--- src/rtl/irqagg_pkg.sv ---
package irqagg_pkg;
  localparam int unsigned REG_AW = 12;

  localparam logic [REG_AW-1:0] OFS_PEND = 12'h100;
  localparam logic [REG_AW-1:0] OFS_MASK = 12'h104;
  localparam logic [REG_AW-1:0] OFS_MSET = 12'h108;
  localparam logic [REG_AW-1:0] OFS_MCLR = 12'h10C;

  typedef struct packed {
    logic pend_clr;
    logic mask_set;
    logic mask_clr;
  } wr_strobe_t;
endpackage

--- src/rtl/irqagg_regif.sv ---
module irqagg_regif #(
  parameter int unsigned NUM_SRC = 32
) (
  input  logic                                clk,
  input  logic                                rst_n,
  input  logic                                valid_i,
  input  logic                                write_i,
  input  logic [irqagg_pkg::REG_AW-1:0]       addr_i,
  input  logic [NUM_SRC-1:0]                  pend_i,
  input  logic [NUM_SRC-1:0]                  mask_i,
  output irqagg_pkg::wr_strobe_t              wstb_o,
  output logic [NUM_SRC-1:0]                  rdata_o
);
  import irqagg_pkg::*;

  logic               rd_en;
  logic [NUM_SRC-1:0] rdata_d, rdata_q;

  always_comb begin
    wstb_o          = '0;
    wstb_o.pend_clr = valid_i && write_i && (addr_i == OFS_PEND);
    wstb_o.mask_set = valid_i && write_i && (addr_i == OFS_MSET);
    wstb_o.mask_clr = valid_i && write_i && (addr_i == OFS_MCLR);
  end

  assign rd_en = valid_i && !write_i;

  always_comb begin
    unique case (addr_i)
      OFS_PEND: rdata_d = pend_i;
      OFS_MASK: rdata_d = mask_i;
      default:  rdata_d = '0;
    endcase
  end

  always_ff @(posedge clk or negedge rst_n) begin
    if (!rst_n) begin
      rdata_q <= '0;
    end else if (rd_en) begin
      rdata_q <= rdata_d;
    end
  end

  assign rdata_o = rdata_q;

  p_mask_readback_r4: assert property (@(posedge clk) disable iff (!rst_n)
    (valid_i && !write_i && addr_i == OFS_MASK) |=> (rdata_o == $past(mask_i)));

  p_rdata_hold_r4: assert property (@(posedge clk) disable iff (!rst_n)
    !(valid_i && !write_i) |=> $stable(rdata_o));
endmodule

--- src/rtl/irqagg_mask.sv ---
module irqagg_mask #(
  parameter int unsigned NUM_SRC = 32
) (
  input  logic               clk,
  input  logic               rst_n,
  input  logic               set_we_i,
  input  logic               clr_we_i,
  input  logic [NUM_SRC-1:0] bits_i,
  output logic [NUM_SRC-1:0] mask_o
);
  logic               mask_en;
  logic [NUM_SRC-1:0] mask_d, mask_q;

  assign mask_en = set_we_i || clr_we_i;

  always_comb begin
    mask_d = mask_q;
    if (set_we_i) begin
      mask_d = mask_q | bits_i;
    end else if (clr_we_i) begin
      mask_d = mask_q & ~bits_i;
    end
  end

  always_ff @(posedge clk or negedge rst_n) begin
    if (!rst_n) begin
      mask_q <= '1;
    end else if (mask_en) begin
      mask_q <= mask_d;
    end
  end

  assign mask_o = mask_q;

  p_set_masks_r2: assert property (@(posedge clk) disable iff (!rst_n)
    set_we_i |=> ((mask_o & $past(bits_i)) == $past(bits_i)));

  p_set_keeps_r2: assert property (@(posedge clk) disable iff (!rst_n)
    set_we_i |=> ((mask_o & ~$past(bits_i)) == ($past(mask_o) & ~$past(bits_i))));

  p_clr_unmasks_r3: assert property (@(posedge clk) disable iff (!rst_n)
    (clr_we_i && !set_we_i) |=> ((mask_o & $past(bits_i)) == '0));

  p_idle_stable_r11: assert property (@(posedge clk) disable iff (!rst_n)
    !(set_we_i || clr_we_i) |=> $stable(mask_o));
endmodule

--- src/rtl/irqagg_status.sv ---
module irqagg_status #(
  parameter int unsigned NUM_SRC   = 32,
  parameter int unsigned NUM_LEVEL = 4
) (
  input  logic               clk,
  input  logic               rst_n,
  input  logic [NUM_SRC-1:0] src_i,
  input  logic               clr_we_i,
  input  logic [NUM_SRC-1:0] bits_i,
  output logic [NUM_SRC-1:0] pend_o
);
  localparam logic [NUM_SRC-1:0] LVL_MSK  = NUM_SRC'((64'd1 << NUM_LEVEL) - 64'd1);
  localparam logic [NUM_SRC-1:0] EDGE_MSK = ~LVL_MSK;

  logic [NUM_SRC-1:0] src_q;
  logic [NUM_SRC-1:0] rise;
  logic [NUM_SRC-1:0] clr;
  logic [NUM_SRC-1:0] pend_d, pend_q;

  assign rise = src_i & ~src_q;
  assign clr  = clr_we_i ? bits_i : '0;

  for (genvar i = 0; i < NUM_SRC; i++) begin : g_bit
    if (i < NUM_LEVEL) begin : g_lvl
      assign pend_d[i] = src_i[i];
    end else begin : g_edge
      assign pend_d[i] = rise[i] | (pend_q[i] & ~clr[i]);
    end
  end

  always_ff @(posedge clk or negedge rst_n) begin
    if (!rst_n) begin
      src_q  <= '0;
      pend_q <= '0;
    end else begin
      src_q  <= src_i;
      pend_q <= pend_d;
    end
  end

  assign pend_o = pend_q;

  logic live_q;
  always_ff @(posedge clk or negedge rst_n) begin
    if (!rst_n) begin
      live_q <= 1'b0;
    end else begin
      live_q <= 1'b1;
    end
  end

  p_level_follow_r5: assert property (@(posedge clk) disable iff (!rst_n)
    live_q |-> (pend_o[NUM_LEVEL-1:0] == $past(src_i[NUM_LEVEL-1:0])));

  p_edge_hold_r6: assert property (@(posedge clk) disable iff (!rst_n)
    1'b1 |=> (($past(pend_o & ~clr) & ~pend_o & EDGE_MSK) == '0));

  p_clear_r7: assert property (@(posedge clk) disable iff (!rst_n)
    1'b1 |=> (($past(clr & ~rise) & pend_o & EDGE_MSK) == '0));

  p_rise_wins_r8: assert property (@(posedge clk) disable iff (!rst_n)
    1'b1 |=> (($past(rise) & ~pend_o & EDGE_MSK) == '0));
endmodule

--- src/rtl/port_irq_agg.sv ---
module port_irq_agg #(
  parameter int unsigned NUM_SRC   = 32,
  parameter int unsigned NUM_LEVEL = 4
) (
  input  logic                          clk,
  input  logic                          rst_n,
  input  logic [NUM_SRC-1:0]            src_i,
  input  logic                          reg_valid_i,
  input  logic                          reg_write_i,
  input  logic [irqagg_pkg::REG_AW-1:0] reg_addr_i,
  input  logic [NUM_SRC-1:0]            reg_wdata_i,
  output logic [NUM_SRC-1:0]            reg_rdata_o,
  output logic                          irq_o
);
  irqagg_pkg::wr_strobe_t wstb;
  logic [NUM_SRC-1:0]     pend;
  logic [NUM_SRC-1:0]     mask;
  logic                   irq_d, irq_q;

  irqagg_regif #(.NUM_SRC(NUM_SRC)) u_regif (
    .clk     (clk),
    .rst_n   (rst_n),
    .valid_i (reg_valid_i),
    .write_i (reg_write_i),
    .addr_i  (reg_addr_i),
    .pend_i  (pend),
    .mask_i  (mask),
    .wstb_o  (wstb),
    .rdata_o (reg_rdata_o)
  );

  irqagg_mask #(.NUM_SRC(NUM_SRC)) u_mask (
    .clk      (clk),
    .rst_n    (rst_n),
    .set_we_i (wstb.mask_set),
    .clr_we_i (wstb.mask_clr),
    .bits_i   (reg_wdata_i),
    .mask_o   (mask)
  );

  irqagg_status #(.NUM_SRC(NUM_SRC), .NUM_LEVEL(NUM_LEVEL)) u_status (
    .clk      (clk),
    .rst_n    (rst_n),
    .src_i    (src_i),
    .clr_we_i (wstb.pend_clr),
    .bits_i   (reg_wdata_i),
    .pend_o   (pend)
  );

  assign irq_d = |(pend & ~mask);

  always_ff @(posedge clk or negedge rst_n) begin
    if (!rst_n) begin
      irq_q <= 1'b0;
    end else begin
      irq_q <= irq_d;
    end
  end

  assign irq_o = irq_q;

  p_masked_quiet_r9: assert property (@(posedge clk) disable iff (!rst_n)
    ((pend & ~mask) == '0) |=> !irq_o);

  p_unmasked_fires_r10: assert property (@(posedge clk) disable iff (!rst_n)
    ((pend & ~mask) != '0) |=> irq_o);
endmodule

--- config.mk ---
export PLATFORM = sky130hd
export DESIGN_NAME = port_irq_agg
export DESIGN_NICKNAME = d
export VERILOG_FILES = /design/src/rtl/irqagg_pkg.sv /design/src/rtl/irqagg_regif.sv /design/src/rtl/irqagg_mask.sv /design/src/rtl/irqagg_status.sv /design/src/rtl/port_irq_agg.sv
export SDC_FILE = /design/constraint.sdc
export NUM_CORES = 1
export LEC_CHECK = 0
export ABC_CLOCK_PERIOD_IN_PS = 4100
export BUFFER_PORTS_ARGS = -buffer_cell sky130_fd_sc_hd__buf_2
export CAP_MARGIN = 10
export CORE_MARGIN = 2
export CORE_UTILIZATION = 45
export DETAILED_ROUTE_END_ITERATION = 8
export HOLD_SLACK_MARGIN = 0.03
export PLACE_DENSITY = 0.68
export SLEW_MARGIN = 10
export SYNTH_ARGS = -nofsm -noshare
export SYNTH_HDL_FRONTEND = slang
export SYNTH_SLANG_ARGS = --single-unit
export TNS_END_PERCENT = 10
--- constraint.sdc ---
create_clock -name clk -period 4.1 [get_ports clk]
set_clock_uncertainty 0.2 [all_clocks]
set_input_delay 0.82 -clock clk [delete_from_list [all_inputs] [get_ports clk]]
set_output_delay 0.82 -clock clk [all_outputs]
set_load 0.02 [all_outputs]
* Yosys cells after proc, flatten, opt, wreduce, memory -nomap -nowiden *
Cells that the tools add are included.

storage, ports and cells
  flip-flop bits (word level) = 129
  input port bits = 80
  output and inout bits = 33
  logic and storage cells = 114

cells by class
  equal/unequal tests = 4
  mux-type cells = 4
  bitwise logic cells = 91
  reduce and logical (&&, ||, !) cells = 10

operators with widths
  operator                                                                count
  32-bit AND                                                              3
  32-bit two-way mux                                                      3
  32-bit inverter                                                         3
  32-bit one-hot mux with 2 select lines                                  1
  12-bit by 9-bit equality test with 1-bit output, second input constant  4
  32-bit OR                                                               1
  32-bit OR reduction                                                     1
  1-bit AND                                                               28
  1-bit inverter                                                          28
  1-bit OR                                                                28
  1-bit logical AND                                                       5
  2-bit AND reduction                                                     1
  2-bit nonzero test                                                      1
  1-bit logical NOT                                                       1
  1-bit logical OR                                                        1

* Logic depth before layout (Yosys ltp) *
Gate-level depths: netlist (run 1).

  word-level depth = 6
  depth in mapped cells = 6
  depth with buffers taken out = 4

* Modules after synthesis *
Synthesis (run 1) repeated with hierarchy kept, for this count alone.

unflattened totals
  cell total of the unflattened synthesis = 460
  area total of the unflattened synthesis = 5435.2 um^2

modules (own cells, without submodules)
  module         times used  cells each  area an instance (um^2)  sequential area each (um^2)
  irqagg_status  1           151         2040.7                   1501.4
  irqagg_regif   1           153         1828.0                   800.8
  irqagg_mask    1           102         1290.0                   840.8
  port_irq_agg   1           54          276.5                    25.0

* Worst setup path after synthesis (run 1) *
No wires, ideal clock.

  kind = input to register
  start = in reg_addr_i[5] (netlist bit)
  end = reg u_status.pend_q[10], in the netlist u_status.pend_o[10]
  library setup time = 121 ps
  data arrival time = 2294 ps
  required time = 3779 ps
  path slack = 1485 ps
  stages on the path = 5
  buffers on the path = 1
  path through = or4_4 > nor4_4 > buf_6 > nand2_1 > a22o_1

on the way
  word-level cells in the longest chain between the ends = 6

ends and longest elaborated chain
  element                                          RTL line             source
  start: declaration                               port_irq_agg.sv:10   input logic [irqagg_pkg::REG_AW-1:0] reg_addr_i,
  12-bit by 9-bit equality test with 1-bit output  irqagg_regif.sv:21   wstb_o.pend_clr = valid_i && write_i && (addr_i == OFS_PEND);
  1-bit logical AND                                irqagg_regif.sv:21
  32-bit two-way mux                               irqagg_status.sv:21  assign clr = clr_we_i ? bits_i : '0;
  1-bit inverter                                   irqagg_status.sv:27  assign pend_d[i] = rise[i] | (pend_q[i] & ~clr[i]);
  1-bit AND                                        irqagg_status.sv:27
  1-bit OR                                         irqagg_status.sv:27
  via u_status.pend_d[10]                          irqagg_status.sv:18  logic [NUM_SRC-1:0] pend_d, pend_q;
  end signal: assignment                           irqagg_status.sv:37  pend_q <= pend_d;
  end: declaration                                 irqagg_status.sv:18

The timed path passes the listed nets, and every way through them passes these cells.
A chain may end at the register's enable or synchronous reset.

* Worst setup path after layout (run 1) *
  start = in reg_addr_i[5] (netlist bit)
  end = reg u_regif.rdata_q[19], in the netlist u_regif.rdata_o[19]

on the way
  word-level cells in the longest chain between the ends = 2
  elaborated cells between the ends (all ways) = 3
  those cells by class = 2 x eq/ne; 1 x mux

ends and longest elaborated chain
  element                                          RTL line            source
  12-bit by 9-bit equality test with 1-bit output  irqagg_regif.sv:29  unique case (addr_i)
  32-bit one-hot mux with 2 select lines (*)       irqagg_regif.sv:29
  end signal: assignment                           irqagg_regif.sv:40  rdata_q <= rdata_d;
  end: declaration                                 irqagg_regif.sv:17  logic [NUM_SRC-1:0] rdata_d, rdata_q;

Mark *: on every way between the ends. The rest lies on a longest branch, timed or not.

==> results of run 1 <==
stage by stage:
stage | utilization | std cells | area, um^2 | hold WS [ns] | setup WS, ns
2_1_floorplan | - | 452 | 5140 | 0.269 | 1.49
3_3_place_gp | 0.518 | 693 | 5840 | 0.260 | 1.05
3_5_place_dp | 0.518 | 693 | 5840 | 0.270 | 0.970
4_1_cts | 0.575 | 725 | 6490 | 0.282 | 1.40
5_1_grt | 0.575 | 725 | 6490 | 0.292 | 1.21
6_report | 0.575 | 725 | 6490 | 0.276 | 1.39
final cells by class:
cell class,count,area share
Multi-Input combinational cell,248,0.255
Clock buffer,18,0.0662
Sequential cell,125,0.488
Tap cell,143,0.0276
Clock inverter,14,0.0338
Inverter,60,0.0347
Timing Repair Buffer,117,0.0945
how the worst min path moves through the flow:
stage | cells after the start | slack [ns] | to
global placement | 2 | 0.26 | u_regif.rdata_o[22]
floorplan | 2 | 0.27 | register
global route | 1 | 0.29 | u_status.pend_o[0]
detailed placement | 2 | 0.27 | u_regif.rdata_o[30]
finish | 2 | 0.28 | u_regif.rdata_o[22]
CTS | 2 | 0.28 | u_regif.rdata_o[30]
cells by family (layout without fill, tap and decap cells):
family	after synthesis	count (layout)	synth area share
flops	125	125	0.617
simple gates	108	108	0.0947
buf+inv	79	209	0.0616
compound gates	76	76	0.102
mux	64	64	0.125
where the power goes:
part / internal, mW / switching (mW)
clock network: 1.08 / 0.557
registers: 1.25 / 0.00562
logic: 0.0450 / 0.0731
layer usage:
| layer | wire [um] | part of all wire | GRT usage |
|---|---|---|---|
| met5 | 0 | 0 | 0 |
| met4 | 136 | 0.011 | 0.0742 |
| met3 | 562 | 0.047 | 0.0662 |
| met2 | 5800 | 0.48 | 0.328 |
| met1 | 5500 | 0.46 | 0.274 |
worst register-to-register path: stages, from the launching register on:
cell and delay [ns]:
dfstp_2 0.53, inv_1 0.06, a22oi_1 0.31, nand4_1 0.19, or4_1 0.52
Yosys cell counts (2+ instances only):
cell	n
nand2_1	93
nand4_1	4
a22oi_1	16
clkbuf_1	11
nor4_4	2
mux2i_1	64
buf_2	4
buf_6	2
dfstp_2	32
dfrtp_1	93
inv_1	60
buf_1	2
a22o_1	28
o21ai_0	32
==> impl_metrics.tcl, run 1 <==
set metrics [dict create \
    critPathCapture "u_regif.rdata_o[19]" \
    wl_per_cell_um 16.5 \
    syn_inst 452 \
    cts_root_buf "clkbuf_16" \
    critPathBufInv 1 \
    ir_worst_vdd_mv 0.319 \
    crit_family "simple AND/OR/NAND/NOR gates" \
    crit_path_start "reg_addr_i[5]" \
    slew_headroom 0.230 \
    crit_path_top_delay_cell "nand2_1" \
    antenna_cells 0 \
    cpPeakStageDelay_ns 0.69 \
    syn_area_mm2 0.00514 \
    synth.area.top_cells "dfrtp_1 (45%), dfstp_2 (16%), mux2i_1 (12%)" \
    grt_pass1_vias 3902 \
    tightest_slew_ns 1.15 \
    io_buffers 112 \
    track_usage 0.209 \
    synth_top_area_frac 0.453 \
    max_clock_freq_ghz 0.369 \
    cts_setup_buffers 0 \
    hp-start "u_regif.rdata_o[22]" \
    p_leak_nw 3.59 \
    p_total_mw 3.01 \
    clkTransAtPathRegs_ns 0.05 \
    run_status "completed" \
    finalHoldViolCount 0 \
    fillers 967 \
    clock_latency_ns 0.41 \
    rr_worst_depth 4 \
    cts_max_level 4 \
    cts_tree "done" \
    cp.required_ns 4.20 \
    grt_antenna_before_repair 0 \
    synth_async_sr_flop_share 1.00 \
    ys_seq_area_frac 0.617 \
    drtIter0Drc 205 \
    synth_seq_cells 125 \
    critical_path_depth 5 \
    dr.pass1.iters 4 \
    synth_fp_nets 532 \
    numCtsBuffers 17 \
    drive_above_1_share 0.318 \
    finalCritPeriodShare 0.662 \
    finalCriticalPeriod_ns 2.71 \
    synthFlopType "dfrtp_1" \
    synth-edff-count 0 \
    hpwl_um 7770 \
    synth_top_cell_by_area "dfrtp_1" \
    dieArea_mm2 0.0123 \
    layout_commonest_cell "buf_2" \
    critPathArrivalTime_ns 2.81 \
    initial_core_util 0.456 \
    syn2layout_area_growth_pct 26.3 \
    r2r_end "irq_o" \
    cts_hold_repair.buffers 0 \
    core_area_mm2 0.0113 \
    drtAntennaViolNets 0 \
    post_cts_resized 0 \
    layout_common_cells "buf_2 (111), nand2_1 (93), dfrtp_1 (93)" \
    multi_input_area_mm2 0.00165 \
    critical_path_class "input pin to register" \
    drv_slew 0 \
    drcViolationCount 0 \
    cts.sinks 125 \
    fin_tns_setup_ns 0 \
    worstHoldPathType "register to register" \
    vias_per_cell 5.07 \
    power.density_mw_per_mm2 465 \
    crit_path_cell_trace "buf_2 -> or4_4 -> nor3_1 -> nand2_1 -> o21ai_0" \
    grt_max_degree 66 \
    reg2reg_slack_ns 2.17 \
    overflow 0 \
    vias 3676 \
    clockBufferDepth 2 \
    num_rows 39 \
    place.gp.congestion 0.763 \
    io_pins 113 \
    ys.warnings.count 0 \
    start_kind "input pin" \
    rsz0062_at_grt "no" \
    nets 649 \
    area.sequential_mm2 0.00317 \
    cap_violations 0 \
    finalSetupViolations 0 \
    cp_max_fo 32 \
    end_kind "register" \
    wirelength_um 12000 \
    synth_cell_types 23 \
    chipWidth_um 111 \
    die_y_um 111 \
    syn_area_per_cell_um2 11.4 \
    grt_pass1_wl_um 19900 \
]
(Power assumes the default switching activity.)
==> run 2, diff against run 1 <==
- ABC_CLOCK_PERIOD_IN_PS: 4100 -> 2700
- clock period: 4.1 -> 2.7 ns (I/O delays scaled with it)
==> run 2 against run 1 <==
Utilization grew 0.34 points. Clock power up 44%. Via count up 0.35%. Sequential share of layout area down 0.29 points. Combinational power grew 58%. Sequential power is 52% higher. First-iteration DRC count decreased by 2.0%. Non-clock buffer count rose by 5. Worst setup slack lost 0.68 ns. Worst hold slack got worse by 0.22 ns. Largest cell class unchanged. Die area stayed put.
==> impl_metrics.tcl, run 2 (synthesized netlist as in run 1, its figures left out) <==
set metrics [dict create \
    num_rows 39 \
    drtAntennaViolNets 0 \
    worst_slack_ns 0.709 \
    reg2reg_slack_ns 0.82 \
    clockBufferDepth 2 \
    ir_worst_vdd_mv 0.566 \
    drive_above_1_share 0.315 \
    chipWidth_um 111 \
    placedCellCount 695 \
    worstHoldPathType "input pin to register" \
    crit_path_cell_trace "buf_2 -> or4_4 -> nor4_4 -> buf_12 -> nand2_1 -> a22o_1" \
    cpPeakStageDelay_ns 0.57 \
    critPathArrivalTime_ns 2.08 \
    drtIter0Drc 201 \
    cap_violations 0 \
    antenna_cells 0 \
    max_clock_freq_ghz 0.502 \
    tightest_slew_ns 0.898 \
    core_area_mm2 0.0113 \
    overflow 0 \
    crit_path_top_delay_cell "or4_4" \
    grt_max_degree 78 \
    syn2layout_area_growth_pct 27.0 \
    io_buffers 112 \
    nets 654 \
    fillers 967 \
    dp_slack_ns 0.285 \
    final_area_mm2 0.00653 \
    rsz0062_at_grt "no" \
    fin_cells 730 \
    slew_headroom 0.401 \
    track_usage 0.202 \
    vias_per_cell 5.05 \
    wirelength_um 11800 \
    critical_path_depth 6 \
    critPathCapture "u_status.pend_o[10]" \
    place.gp.congestion 0.769 \
    end_kind "register" \
    finalCriticalPeriod_ns 1.99 \
    initial_core_util 0.456 \
    crit_family "simple AND/OR/NAND/NOR gates" \
    drcViolationCount 0 \
    finalSetupViolations 0 \
    crit_path_start "reg_addr_i[5]" \
    vias 3689 \
    dieArea_mm2 0.0123 \
    dr.pass1.iters 4 \
    fin_tns_setup_ns 0 \
    holdWs_ns 0.0518 \
    run_status "completed" \
    area.sequential_mm2 0.00317 \
    r2r_end "irq_o" \
    finalCritPeriodShare 0.737 \
    numCtsBuffers 17 \
    layout_commonest_cell "buf_2" \
    finalHoldViolCount 0 \
    drv_slew 0 \
    io_pins 113 \
    rr_worst_depth 4 \
    start_kind "input pin" \
    cp.required_ns 2.79 \
    grt_pass1_vias 3832 \
    wl_per_cell_um 16.1 \
    clock_latency_ns 0.41 \
    hpwl_um 7670 \
    p_leak_nw 3.61 \
    cts_max_level 4 \
    cts_root_buf "clkbuf_16" \
    die_y_um 111 \
    cts.sinks 125 \
    fin_util 0.579 \
    power.density_mw_per_mm2 683 \
    grt_antenna_before_repair 0 \
    critPathBufInv 2 \
    cts_hold_repair.buffers 3 \
    dpl_cell_area_mm2 0.00588 \
    cts_setup_buffers 0 \
    cts_tree "done" \
    grt_pass1_wl_um 19300 \
    critical_path_class "input pin to register" \
    multi_input_area_mm2 0.00165 \
    layout_common_cells "buf_2 (111), nand2_1 (93), dfrtp_1 (93)" \
    clkTransAtPathRegs_ns 0.06 \
    post_cts_resized 0 \
    cp_max_fo 28 \
    p_total_mw 4.46 \
]
==> run 2: cell count changes in the layout (fill, tap and decap cells not counted) <==
cell	change
dlygate4sd3_1	+3
buf_12	+2
clkbuf_1	+2
clkinv_2	+2
clkinv_4	-2
clkinvlp_4	-2
bufinv_16	-1
clkbuf_8	+1
==> run 2: cell type report <==
type,count,area share
Tap cell,143,0.0274
Inverter,60,0.0345
Timing Repair Buffer,122,0.105
Clock buffer,21,0.0690
Clock inverter,11,0.0255
Sequential cell,125,0.486
Multi-Input combinational cell,248,0.253
==> run 2: worst reg2reg max path: stages, from the launching register on <==
cell	delay [ns]
dfstp_2	0.53
inv_1	0.05
a22oi_1	0.27
nand4_1	0.18
or4_1	0.52
==> run 2: how the worst min path moves through the flow <==
stage                     depth (start not counted)  startpoint             endpoint
after global placement                            1       rst_n   u_status.src_q[31]
after global routing                              1   src_i[30]   u_status.src_q[30]
after floorplan                                   0       rst_n                irq_o
after CTS                                         1   src_i[20]   u_status.src_q[20]
after detailed placement                          1       rst_n  u_status.pend_o[31]
final                                             1   src_i[20]   u_status.src_q[20]
==> run 2: where the power goes <==
part / switching, mW / total (mW) / internal (mW) / leakage, nW
clock: 0.795 / 2.36 / 1.56 / 0.293
combinational: 0.113 / 0.186 / 0.0722 / 1.90
sequential: 0.00810 / 1.91 / 1.90 / 1.42
==> run 2: layer usage <==
layer  vias to the layer above  GRT usage  wire, um
met5                         -          0         0
met4                         0     0.0700        93
met3                         7     0.0541       625
met2                       107      0.328      5760
met1                      1826      0.264      5300
li1                       1749          -         -
==> run 3, diff against run 2 <==
- ABC_AREA: default -> 1
- ABC_CLOCK_PERIOD_IN_PS: 2700 -> 1800
- PLACE_DENSITY: 0.68 -> 0.7
- clock period: 2.7 -> 1.8 ns (I/O delays scaled with it)
==> run 3 against run 2 <==
Utilization rose by 4.2 points. Die area rose by 13%. Critical path depth fell by 5. Critical endpoint is now reg_rdata_o[20].
==> impl_metrics.tcl, run 3 <==
set metrics [dict create \
    cts_hold_repair.buffers 65 \
    synthFlopType "dfrtp_1" \
    core_area_mm2 0.0126 \
    cpPeakStageDelay_ns 0.41 \
    track_usage 0.232 \
    syn2layout_area_growth_pct 34.3 \
    fin_tns_setup_ns 0 \
    chipWidth_um 118 \
    clkTransAtPathRegs_ns 0.05 \
    worstHoldPathType "input pin to asynchronous set/reset pin" \
    nets 985 \
    io_pins 113 \
    synth_cell_types 18 \
    critPathArrivalTime_ns 1.00 \
    cp_max_fo 2 \
    synth_top_cell_by_area "dfrtp_1" \
    dieArea_mm2 0.0139 \
    drcViolationCount 0 \
    met2_usage 0.358 \
    fillers 1124 \
    max_clock_freq_ghz 0.642 \
    cts.sinks 125 \
    drv_slew 0 \
    crit_family "flip-flops" \
    overflow 0 \
    clock_latency_ns 0.41 \
    clockBufferDepth 2 \
    met3_usage 0.0567 \
    initial_core_util 0.462 \
    grt_max_degree 51 \
    synth_async_sr_flop_share 1.00 \
    cts_root_buf "clkbuf_16" \
    die_y_um 118 \
    crit_path_top_delay_cell "dfrtp_1" \
    drtAntennaViolNets 0 \
    ys_seq_area_frac 0.543 \
    synth_fp_nets 806 \
    ys.warnings.count 0 \
    post_cts_resized 0 \
    worst_slack_ns 0.242 \
    cp.required_ns 1.24 \
    crit_path_cell_trace "buf_2" \
    dr.pass1.iters 5 \
    grt_antenna_before_repair 0 \
    syn_inst 726 \
    antenna_cells 0 \
    layout_commonest_cell "nand2_1" \
    vias_per_cell 4.84 \
    grt_pass1_wl_um 25500 \
    wirelength_um 15100 \
    finalSetupViolations 0 \
    cts_setup_buffers 0 \
    p_leak_nw 4.18 \
    cts_tree "done" \
    synth_commonest_cells "nand2_1 (332), nand3_1 (96), dfrtp_1 (93)" \
    power.density_mw_per_mm2 837 \
    start_kind "register" \
    run_status "completed" \
    layout_common_cells "nand2_1 (332), buf_2 (111), nand3_1 (96)" \
    synth-edff-count 0 \
    final_area_mm2 0.00783 \
    syn_area_mm2 0.00583 \
    tightest_slew_ns 0.660 \
    drtIter0Drc 420 \
    grt_util_met1 0.325 \
    synth.most_common_cell "nand2_1" \
    place.gp.congestion 0.799 \
    synth_seq_cells 125 \
    finalCriticalPeriod_ns 1.56 \
    io_buffers 112 \
    top_usage_layer "met2" \
    numCtsBuffers 17 \
    finalCritPeriodShare 0.866 \
    cts_max_level 4 \
    vias 5276 \
    slew_headroom 0.560 \
    critical_path_class "register to output port" \
    synth_top_area_frac 0.399 \
    wl_per_cell_um 13.8 \
    num_rows 41 \
    ir_worst_vdd_mv 0.617 \
    critPathBufInv 1 \
    drive_above_1_share 0.222 \
    grt_pass1_vias 5162 \
    finalHoldViolCount 0 \
    dp_slack_ns 0.122 \
    rsz0062_at_grt "no" \
    hpwl_um 9420 \
    syn_area_per_cell_um2 8.03 \
    rr_worst_depth 7 \
    synth.area.top_cells "dfrtp_1 (40%), nand2_1 (21%), dfstp_2 (14%)" \
    cap_violations 0 \
    critical_path_depth 1 \
    dpl_cell_area_mm2 0.00661 \
    end_kind "output port" \
]
==> run 3: cell count changes in the layout (fill, tap and decap cells not counted), sizes merged, moves of 21 or more <==
cell / previous run / this run
dlygate4sd3: 3 / 65
nand4: 4 / 29
mux2i: 64 / 0
nand2: 93 / 334
nor2: 1 / 22
nand3: 1 / 96
a22o: 28 / 0
==> run 3: where the power goes <==
group | internal [mW] | switching [mW]
logic | 0.203 | 0.235
clock network | 2.07 | 1.18
registers | 2.86 | 0.0135
==> run 3: final timing paths <==
path | startpoint | to | slack, ns
setup / recovery | u_regif.rdata_o[20] | reg_rdata_o[20] | 0.24
hold reg to reg | u_regif.rdata_o[27] | u_regif.rdata_o[27] | 0.27
max in group asynchronous | rst_n | asynchronous set/reset pin | 0.62
hold / removal | rst_n | u_regif.rdata_o[7] | 0.22
min in group clk | reg_write_i | u_regif.rdata_o[20] | 0.27
setup reg to reg | register | irq_o | 0.38
==> run 3: layout make-up <==
class	count	area, um^2	area share
Clock inverter	6	57.6	0.00735
Timing Repair Buffer	197	1500	0.192
Clock buffer	26	509	0.0650
Tap cell	172	215	0.0275
Inverter	66	248	0.0316
Multi-Input combinational cell	498	2130	0.272
Sequential cell	125	3170	0.405
==> run 3: logic make-up after synthesis <==
family	share of synthesized area
compound gates	0.0139
buf+inv	0.0923
flops	0.543
simple gates	0.351
==> run 3: routing by layer <==
layer	routed length [um]	vias up	share of wire
met5	0	-	0
met4	104	0	0.0069
met3	894	11	0.059
met2	7100	169	0.47
met1	6990	2460	0.46
li1	-	2636	-
==> run 3: per-stage QoR <==
stage | total power, mW | cells | util | hold WS, ns
2_1_floorplan | 3.01 | 726 | - | -0.136
3_3_place_gp | 3.24 | 993 | 0.524 | 0.110
3_5_place_dp | 3.24 | 993 | 0.524 | 0.115
4_1_cts | 6.62 | 1090 | 0.620 | 0.216
5_1_grt | 6.81 | 1090 | 0.620 | 0.243
6_report | 6.55 | 1090 | 0.620 | 0.219
